## src/rtl/alu_slice_pkg.sv

```systemverilog
package alu_slice_pkg;

  typedef enum logic [2:0] {
    FN_CLEAR  = 3'b000,
    FN_NAPLB  = 3'b001,
    FN_APLNB  = 3'b010,
    FN_ADD    = 3'b011,
    FN_XOR    = 3'b100,
    FN_OR     = 3'b101,
    FN_AND    = 3'b110,
    FN_PRESET = 3'b111
  } fn_e;

  function automatic logic fn_is_arith(input fn_e f);
    return (f == FN_NAPLB) || (f == FN_APLNB) || (f == FN_ADD);
  endfunction

  // one ripple step: carry out of a bit position
  function automatic logic carry_step(input logic g, input logic p, input logic c);
    return g | (p & c);
  endfunction

  // prefix combine of a lower group (gl,pl) under a higher bit (gh,ph)
  function automatic logic [1:0] gp_merge(input logic gh, input logic ph,
                                          input logic gl, input logic pl);
    return {gh | (ph & gl), ph & pl};
  endfunction

endpackage

```

## src/rtl/alu_operand_cond.sv

```systemverilog
module alu_operand_cond
  import alu_slice_pkg::*;
#(
  parameter int W = 16
) (
  input  logic [W-1:0] a_in,
  input  logic [W-1:0] b_in,
  input  fn_e          fn,
  output logic [W-1:0] x_eff,
  output logic [W-1:0] y_eff
);
  logic inv_a, inv_b;

  assign inv_a = (fn == FN_NAPLB);
  assign inv_b = (fn == FN_APLNB);

  genvar i;
  generate
    for (i = 0; i < W; i++) begin : g_bit
      assign x_eff[i] = a_in[i] ^ inv_a;
      assign y_eff[i] = b_in[i] ^ inv_b;
    end
  endgenerate
endmodule

```

## src/rtl/alu_carry_chain.sv

```systemverilog
module alu_carry_chain
  import alu_slice_pkg::*;
#(
  parameter int W = 16
) (
  input  logic [W-1:0] x,
  input  logic [W-1:0] y,
  input  logic         cin,
  output logic [W-1:0] sum,
  output logic [W:0]   carry,
  output logic         grp_p,
  output logic         grp_g
);
  localparam int MSB = W - 1;

  logic [W-1:0] bit_g, bit_p, pre_g, pre_p;

  assign carry[0] = cin;

  genvar i;
  generate
    for (i = 0; i < W; i++) begin : g_bit
      assign bit_g[i]    = x[i] & y[i];
      assign bit_p[i]    = x[i] | y[i];
      assign carry[i+1]  = carry_step(bit_g[i], bit_p[i], carry[i]);
      assign sum[i]      = x[i] ^ y[i] ^ carry[i];
      if (i == 0) begin : g_first
        assign pre_g[0] = bit_g[0];
        assign pre_p[0] = bit_p[0];
      end else begin : g_rest
        assign {pre_g[i], pre_p[i]} = gp_merge(bit_g[i], bit_p[i], pre_g[i-1], pre_p[i-1]);
      end
    end
  endgenerate

  assign grp_p = pre_p[MSB];
  assign grp_g = pre_g[MSB];
endmodule

```

## src/rtl/alu_logic_unit.sv

```systemverilog
module alu_logic_unit
  import alu_slice_pkg::*;
#(
  parameter int W = 16
) (
  input  logic [W-1:0] a_in,
  input  logic [W-1:0] b_in,
  input  fn_e          fn,
  output logic [W-1:0] lres
);
  always_comb begin
    case (fn)
      FN_XOR:  lres = a_in ^ b_in;
      FN_OR:   lres = a_in | b_in;
      FN_AND:  lres = a_in & b_in;
      default: lres = '0;
    endcase
  end
endmodule

```

## src/rtl/alu_slice16.sv

```systemverilog
module alu_slice16
  import alu_slice_pkg::*;
#(
  parameter int W = 16
) (
  input  logic [15:0] op_a,
  input  logic [15:0] op_b,
  input  logic        carry_in,
  input  logic [2:0]  func_sel,
  output logic [15:0] result,
  output logic        zero_flag,
  output logic        ovf_flag,
  output logic        carry_out,
  output logic        grp_prop_n,
  output logic        grp_gen_n
);
  localparam int MSB = W - 1;

  fn_e          fn;
  logic [W-1:0] x_eff, y_eff, sum_w, lres_w;
  logic [W:0]   carry_w;
  logic         grp_p_w, grp_g_w, arith_w;

  assign fn      = fn_e'(func_sel);
  assign arith_w = fn_is_arith(fn);

  alu_operand_cond #(.W(W)) u_cond (
    .a_in(op_a), .b_in(op_b), .fn(fn), .x_eff(x_eff), .y_eff(y_eff)
  );

  alu_carry_chain #(.W(W)) u_chain (
    .x(x_eff), .y(y_eff), .cin(carry_in), .sum(sum_w),
    .carry(carry_w), .grp_p(grp_p_w), .grp_g(grp_g_w)
  );

  alu_logic_unit #(.W(W)) u_logic (
    .a_in(op_a), .b_in(op_b), .fn(fn), .lres(lres_w)
  );

  always_comb begin
    case (fn)
      FN_CLEAR:                   result = '0;
      FN_PRESET:                  result = '1;
      FN_NAPLB, FN_APLNB, FN_ADD: result = sum_w;
      default:                    result = lres_w;
    endcase
  end

  assign zero_flag = ~|result;

  always_comb begin
    if (arith_w) begin
      carry_out  = carry_w[W];
      ovf_flag   = carry_w[W] ^ carry_w[MSB];
      grp_prop_n = ~grp_p_w;
      grp_gen_n  = ~grp_g_w;
    end else begin
      carry_out  = 1'b0;
      ovf_flag   = 1'b0;
      grp_prop_n = 1'b1;
      grp_gen_n  = 1'b1;
    end
  end

  // assertions beside the flag and result logic
  always_comb begin
    if (fn == FN_CLEAR)
      AST_CLEAR_ZERO: assert (zero_flag && result == '0) else $error("clear not zero");
    if (fn == FN_PRESET)
      AST_PRESET_ONES: assert (&result && !zero_flag) else $error("preset not ones");
    if (arith_w)
      AST_CARRY_LOOKAHEAD: assert (carry_out == (grp_g_w | (grp_p_w & carry_in))) else $error("ripple vs prefix");
    if (arith_w)
      AST_OVF_SIGN_RULE: assert (ovf_flag == ((x_eff[MSB] == y_eff[MSB]) && (result[MSB] != x_eff[MSB]))) else $error("overflow rule");
    if (!arith_w)
      AST_IDLE_FLAGS: assert (!carry_out && !ovf_flag && grp_prop_n && grp_gen_n) else $error("idle flags");
  end
endmodule

```

## config.mk

```make
export PLATFORM = sky130hd
export DESIGN_NAME = alu_slice16
export DESIGN_NICKNAME = d
export VERILOG_FILES = /design/src/rtl/alu_slice_pkg.sv /design/src/rtl/alu_operand_cond.sv /design/src/rtl/alu_carry_chain.sv /design/src/rtl/alu_logic_unit.sv /design/src/rtl/alu_slice16.sv
export SDC_FILE = /design/constraint.sdc
export NUM_CORES = 1
export LEC_CHECK = 0
export BUFFER_PORTS_ARGS = -buffer_cell sky130_fd_sc_hd__buf_2
export CORE_ASPECT_RATIO = 0.75
export CORE_MARGIN = 2
export CORE_UTILIZATION = 35
export DETAILED_ROUTE_END_ITERATION = 10
export GPL_TIMING_DRIVEN = 0
export SLEW_MARGIN = 20
export SYNTH_ARGS = -nofsm -noshare
export SYNTH_HDL_FRONTEND = slang
export SYNTH_HIERARCHICAL = 1
export SYNTH_SLANG_ARGS = --single-unit
```

## constraint.sdc

```tcl
create_clock -name vclk -period 11.29
set_clock_uncertainty 0.15 [all_clocks]
set_input_delay 2.258 -clock vclk [all_inputs]
set_output_delay 2.258 -clock vclk [all_outputs]
set_load 0.05 [all_outputs]
```

==> impl_metrics.py, run 1 <==
metrics = {
    "sta": {
        "tightest_slew_ns": 0.605,
        "rsz0062_at_grt": "yes",
        "slew_headroom": 0.593,
        "final.setup.worst_slack_ns": -0.257,
        "final_hold_viol_count": 0,
        "fin_crit_sh": 1.02,
        "fin_tns_setup_ns": -0.257,
        "final-setup-viol-count": 1,
        "fmax_mhz": 86.6,
        "drv_slew": 0,
        "period_needed_ns": 11.55,
    },
    "power_and_ir_drop": {
        "power_leakage_nw": 2.00,
        "power_frac_comb": 1.000,
        "power.total_w": 0.000237,
        "p_clk_frac": 0,
        "switchingPower_w": 0.000144,
        "ir_worst_vdd_v": 0.0000491,
        "sw_frac_of_total": 0.608,
        "power_frac_seq": 0,
        "internal_power_w": 0.0000931,
        "power-per-cell-area_mw_per_mm2": 61.6,
    },
    "worst_hold_path": {
        "min_path_type": "in2out",
        "hold_start": "func_sel[1]",
    },
    "finish": {
        "nFlopsAndLatches": 0,
        "drive_gt1_frac": 0.395,
        "diodes": 0,
        "final_cell_mix": "81 x inv_1, 64 x ha_1, 52 x buf_2",
        "syn_to_final_growth_pct": 20.0,
        "fin_area_mm2": 0.00385,
        "final_common_cell": "inv_1",
        "nets": 553,
        "multi_input_area_mm2": 0.00276,
        "regArea_um2": 0,
        "fillCellCount": 888,
        "nClkBuffers": 0,
    },
    "worst_setup_path": {
        "end_kind": "primary output",
        "critPathMaxStageDelay_ns": 0.46,
        "criticalPathCategory": "in2out",
        "cpMostUsedCell": "fa_2",
        "cp.required_ns": 8.88,
        "cp-start-kind": "input pin",
        "slowest_stage": "fa_1",
        "cp_max_fo": 6,
        "crit_path_start": "func_sel[1]",
        "cp_data_arrival_time_ns": 9.14,
    },
    "placement": {
        "io_buffer_count": 57,
        "place.gp.congestion": 0.836,
        "post_dp_cell_area_mm2": 0.00366,
        "dpl.hpwl_mm": 7.22,
    },
    "global_route": {
        "overflow": 0,
        "grt_pass1_wl_mm": 13.9,
        "grt_start_max_net_pins": 11,
        "track_usage": 0.178,
        "grt_antenna_before_repair": 0,
        "grt_pass1_vias": 2621,
    },
    "synth": {
        "synth-warning-count": 6,
        "syn_inst": 368,
        "syn-cell-area_mm2": 0.00321,
        "syn_avg_cell_area_um2": 8.73,
        "synth_nets": 484,
    },
    "route": {
        "drt-wirelength-per-cell_um": 16.0,
        "drtPass1Iterations": 4,
        "drc_errors": 0,
        "viasPerCell": 4.92,
        "vias": 2693,
        "antenna_left": 0,
        "initialDrtViolationCount": 197,
        "drt-total-wl_mm": 8.78,
    },
    "status": {
        "status": "complete, but fails checks",
        "violations": "negative setup slack",
    },
    "floorplanning": {
        "die_area_mm2": 0.00997,
        "placeableCoreArea_mm2": 0.00897,
        "die_x_um": 115,
        "die_h_um": 87.0,
        "initial_core_util": 0.358,
        "num_rows": 30,
        "io_pins": 57,
    },
    "job": {
        "max-cap-violations": 0,
    },
}
final timing paths:
path | end | slack (ns) | cells past startpoint
worst min-delay path | result[2] | 5.15 | 4
worst max-delay path | zero_flag | -0.26 | 29
power groups by stage:
stage / clock network [W] / logic, W / registers [W]
6_report: 0 / 0.000237 / 0
2_1_floorplan: 0 / 0.000160 / 0
4_1_cts: 0 / 0.000236 / 0
3_5_place_dp: 0 / 0.000223 / 0
5_1_grt: 0 / 0.000258 / 0
3_3_place_gp: 0 / 0.000219 / 0
stage by stage:
step,hold WS [ns],cells,worst slack (ns),util
2_1_floorplan,4.80,368,0.0350,-
3_3_place_gp,5.17,537,-0.931,0.409
3_5_place_dp,5.18,537,-1.02,0.409
4_1_cts,5.18,546,-0.322,0.427
5_1_grt,5.17,547,-0.480,0.430
6_report,5.15,547,-0.257,0.430
routing by layer:
layer | part of all wire | vias to the layer above | wire length [um] | track usage
met5 | 0 | - | 0 | 0
met4 | 0.0044 | 0 | 39 | 0.00776
met3 | 0.063 | 6 | 554 | 0.00626
met2 | 0.46 | 76 | 4030 | 0.300
met1 | 0.47 | 1291 | 4150 | 0.266
li1 | - | 1320 | - | -
worst max-delay path: cells and delay by family:
kind	cells	cell delay, ns
xor gates and xnor gates	1	0.15
adders and majority gates	16	5.15
and+or+nand+nor	4	0.73
buffers and inverters	7	0.61
AOI/OAI and AO/OA	1	0.22
layout make-up:
class / instances / share of cell area
tap: 112 / 0.0364
multi-input combinational: 260 / 0.716
timing repair buffer: 68 / 0.108
inverter: 85 / 0.0828
buffer: 22 / 0.0568
repair_timing:
action / CTS / global route
hold buffers: 0 / 0
resized for setup: 31 / 5
endpoints found under the setup margin: 5 / 3
buffers inserted: 9 / 2
pin swaps: 4 / 2
No activity file was read; power rests on OpenSTA's default activity.
==> run 2, diff against run 1 <==
- CORE_MARGIN: 2 -> 5
- PLACE_DENSITY: unset -> 0.56
==> run 2 against run 1 <==
  * The run still ends with negative setup slack left
  * Via count down 1.6%
  * Critical endpoint unchanged
  * Largest power group unchanged
  * Die area increased by 12%
  * Final cell count grew 0.18%
  * Wire length is 0.97% higher
  * Clock-buffer cell count is the same
  * Power increased by 1.4%
  * Utilization increased by 0.17 points
  * Non-clock buffer count increased by 1
  * Combinational power rose by 2%
  * First-iteration DRC count shrank 49%
  * Maximum frequency hardly changed
==> impl_metrics.py, run 2 (synthesis gave the netlist of run 1 again) <==
metrics = {
    "status": {
        "status": "complete, but fails checks",
        "violations": "negative setup slack",
    },
    "floorplanning": {
        "placeableCoreArea_mm2": 0.00901,
        "io_pins": 57,
        "die_h_um": 93.0,
        "die_x_um": 121,
        "num_rows": 30,
        "die_area_mm2": 0.0112,
        "initial_core_util": 0.357,
    },
    "route": {
        "initialDrtViolationCount": 100,
        "drc_errors": 0,
        "drt-wirelength-per-cell_um": 16.2,
        "drtPass1Iterations": 4,
        "viasPerCell": 4.84,
        "antenna_left": 0,
        "vias": 2650,
        "drt-total-wl_mm": 8.86,
    },
    "global_route": {
        "grt_pass1_vias": 2758,
        "overflow": 0,
        "grt_start_max_net_pins": 11,
        "grt_pass1_wl_mm": 14.2,
        "grt_antenna_before_repair": 0,
        "track_usage": 0.158,
    },
    "sta": {
        "final_hold_viol_count": 0,
        "drv_slew": 0,
        "final.setup.worst_slack_ns": -0.247,
        "tightest_slew_ns": 0.589,
        "rsz0062_at_grt": "yes",
        "slew_headroom": 0.604,
        "fmax_mhz": 86.7,
        "final-setup-viol-count": 2,
        "period_needed_ns": 11.54,
        "fin_crit_sh": 1.02,
    },
    "finish": {
        "drive_gt1_frac": 0.401,
        "syn_to_final_growth_pct": 21.0,
        "fin_util": 0.431,
        "nets": 554,
        "final_cell_mix": "80 x inv_1, 64 x ha_1, 53 x buf_2",
        "final_common_cell": "inv_1",
        "diodes": 0,
        "regArea_um2": 0,
        "nFlopsAndLatches": 0,
        "nClkBuffers": 0,
    },
    "worst_setup_path": {
        "cp_num_buf_inv": 7,
        "critPathMaxStageDelay_ns": 0.46,
        "slowest_stage": "fa_1",
        "cpMostUsedCell": "fa_2",
        "cp_max_fo": 4,
        "crit_family": "adder cells",
        "criticalPathCategory": "in2out",
        "cp.required_ns": 8.88,
        "cp-start-kind": "input pin",
        "end_kind": "primary output",
        "cp_data_arrival_time_ns": 9.13,
    },
    "worst_hold_path": {
        "whs_endpoint": "result[6]",
        "min_path_type": "in2out",
        "hold_start": "func_sel[1]",
        "min_path_cells": 4,
    },
    "power_and_ir_drop": {
        "power_leakage_nw": 2.01,
        "ir_worst_vdd_v": 0.0000350,
        "power-per-cell-area_mw_per_mm2": 61.9,
        "power.total_w": 0.000241,
    },
    "placement": {
        "dpl.hpwl_mm": 7.39,
        "place.gp.congestion": 0.883,
        "io_buffer_count": 57,
    },
    "clocking": {
        "holdBufCountCts": 0,
    },
    "job": {
        "max-cap-violations": 0,
    },
}
[run 2: changes by cell type in the layout (fill, tap and decap cells not counted)]
cell	before	now
xor2_1	20	19
inv_1	81	80
buf_4	13	10
inv_2	4	5
buf_8	3	4
buf_6	11	14
clkbuf_4	1	0
buf_2	52	53
xor2_2	11	12
[run 2: final cells by class]
cell class | count | area (um^2)
Inverter | 85 | 319
Buffer | 22 | 219
Multi-Input combinational cell | 260 | 2770
Fill cell | 909 | 5120
Timing Repair Buffer | 69 | 442
Tap cell | 112 | 140
[run 2: routing by layer]
metal,track usage,vias to the layer above,share of wire
li1,-,1327,-
met1,0.235,1262,0.50
met2,0.262,57,0.45
met3,0.0104,4,0.042
met4,0.00943,0,0.0055
met5,0,-,0
[run 2: power breakdown]
part,switching (W),leakage [nW],internal (W)
clock network,0,0,0
logic,0.000145,2.01,0.0000954
registers,0,0,0
total,0.000145,2.01,0.0000954
[run 2: worst max path at each step]
| stage | startpoint | endpoint | cells after the start |
|---|---|---|---|
| 2_1_floorplan | func_sel[0] | zero_flag | 28 |
| 3_3_place_gp | func_sel[0] | zero_flag | 30 |
| 3_5_place_dp | func_sel[0] | zero_flag | 30 |
| 4_1_cts | func_sel[0] | zero_flag | 30 |
| 5_1_grt | func_sel[2] | zero_flag | 29 |
| 6_report | func_sel[2] | zero_flag | 29 |
[run 2: metrics by stage]
step	hold WS [ns]	cells	worst slack, ns	setup TNS, ns	area (um^2)
after floorplan	4.80	368	0.0350	0	3240
after global placement	5.17	537	-0.956	-1.94	3660
after detailed placement	5.18	537	-0.990	-2.18	3660
after CTS	5.18	547	-0.388	-0.510	3860
after global routing	5.17	548	-0.411	-0.736	3880
final	5.15	548	-0.247	-0.383	3880
[run 2: timing repair]
action	in CTS	in global routing
buffers inserted	10	3
endpoints found under the setup margin	5	2
pin swaps	6	4
gates resized for setup	36	7
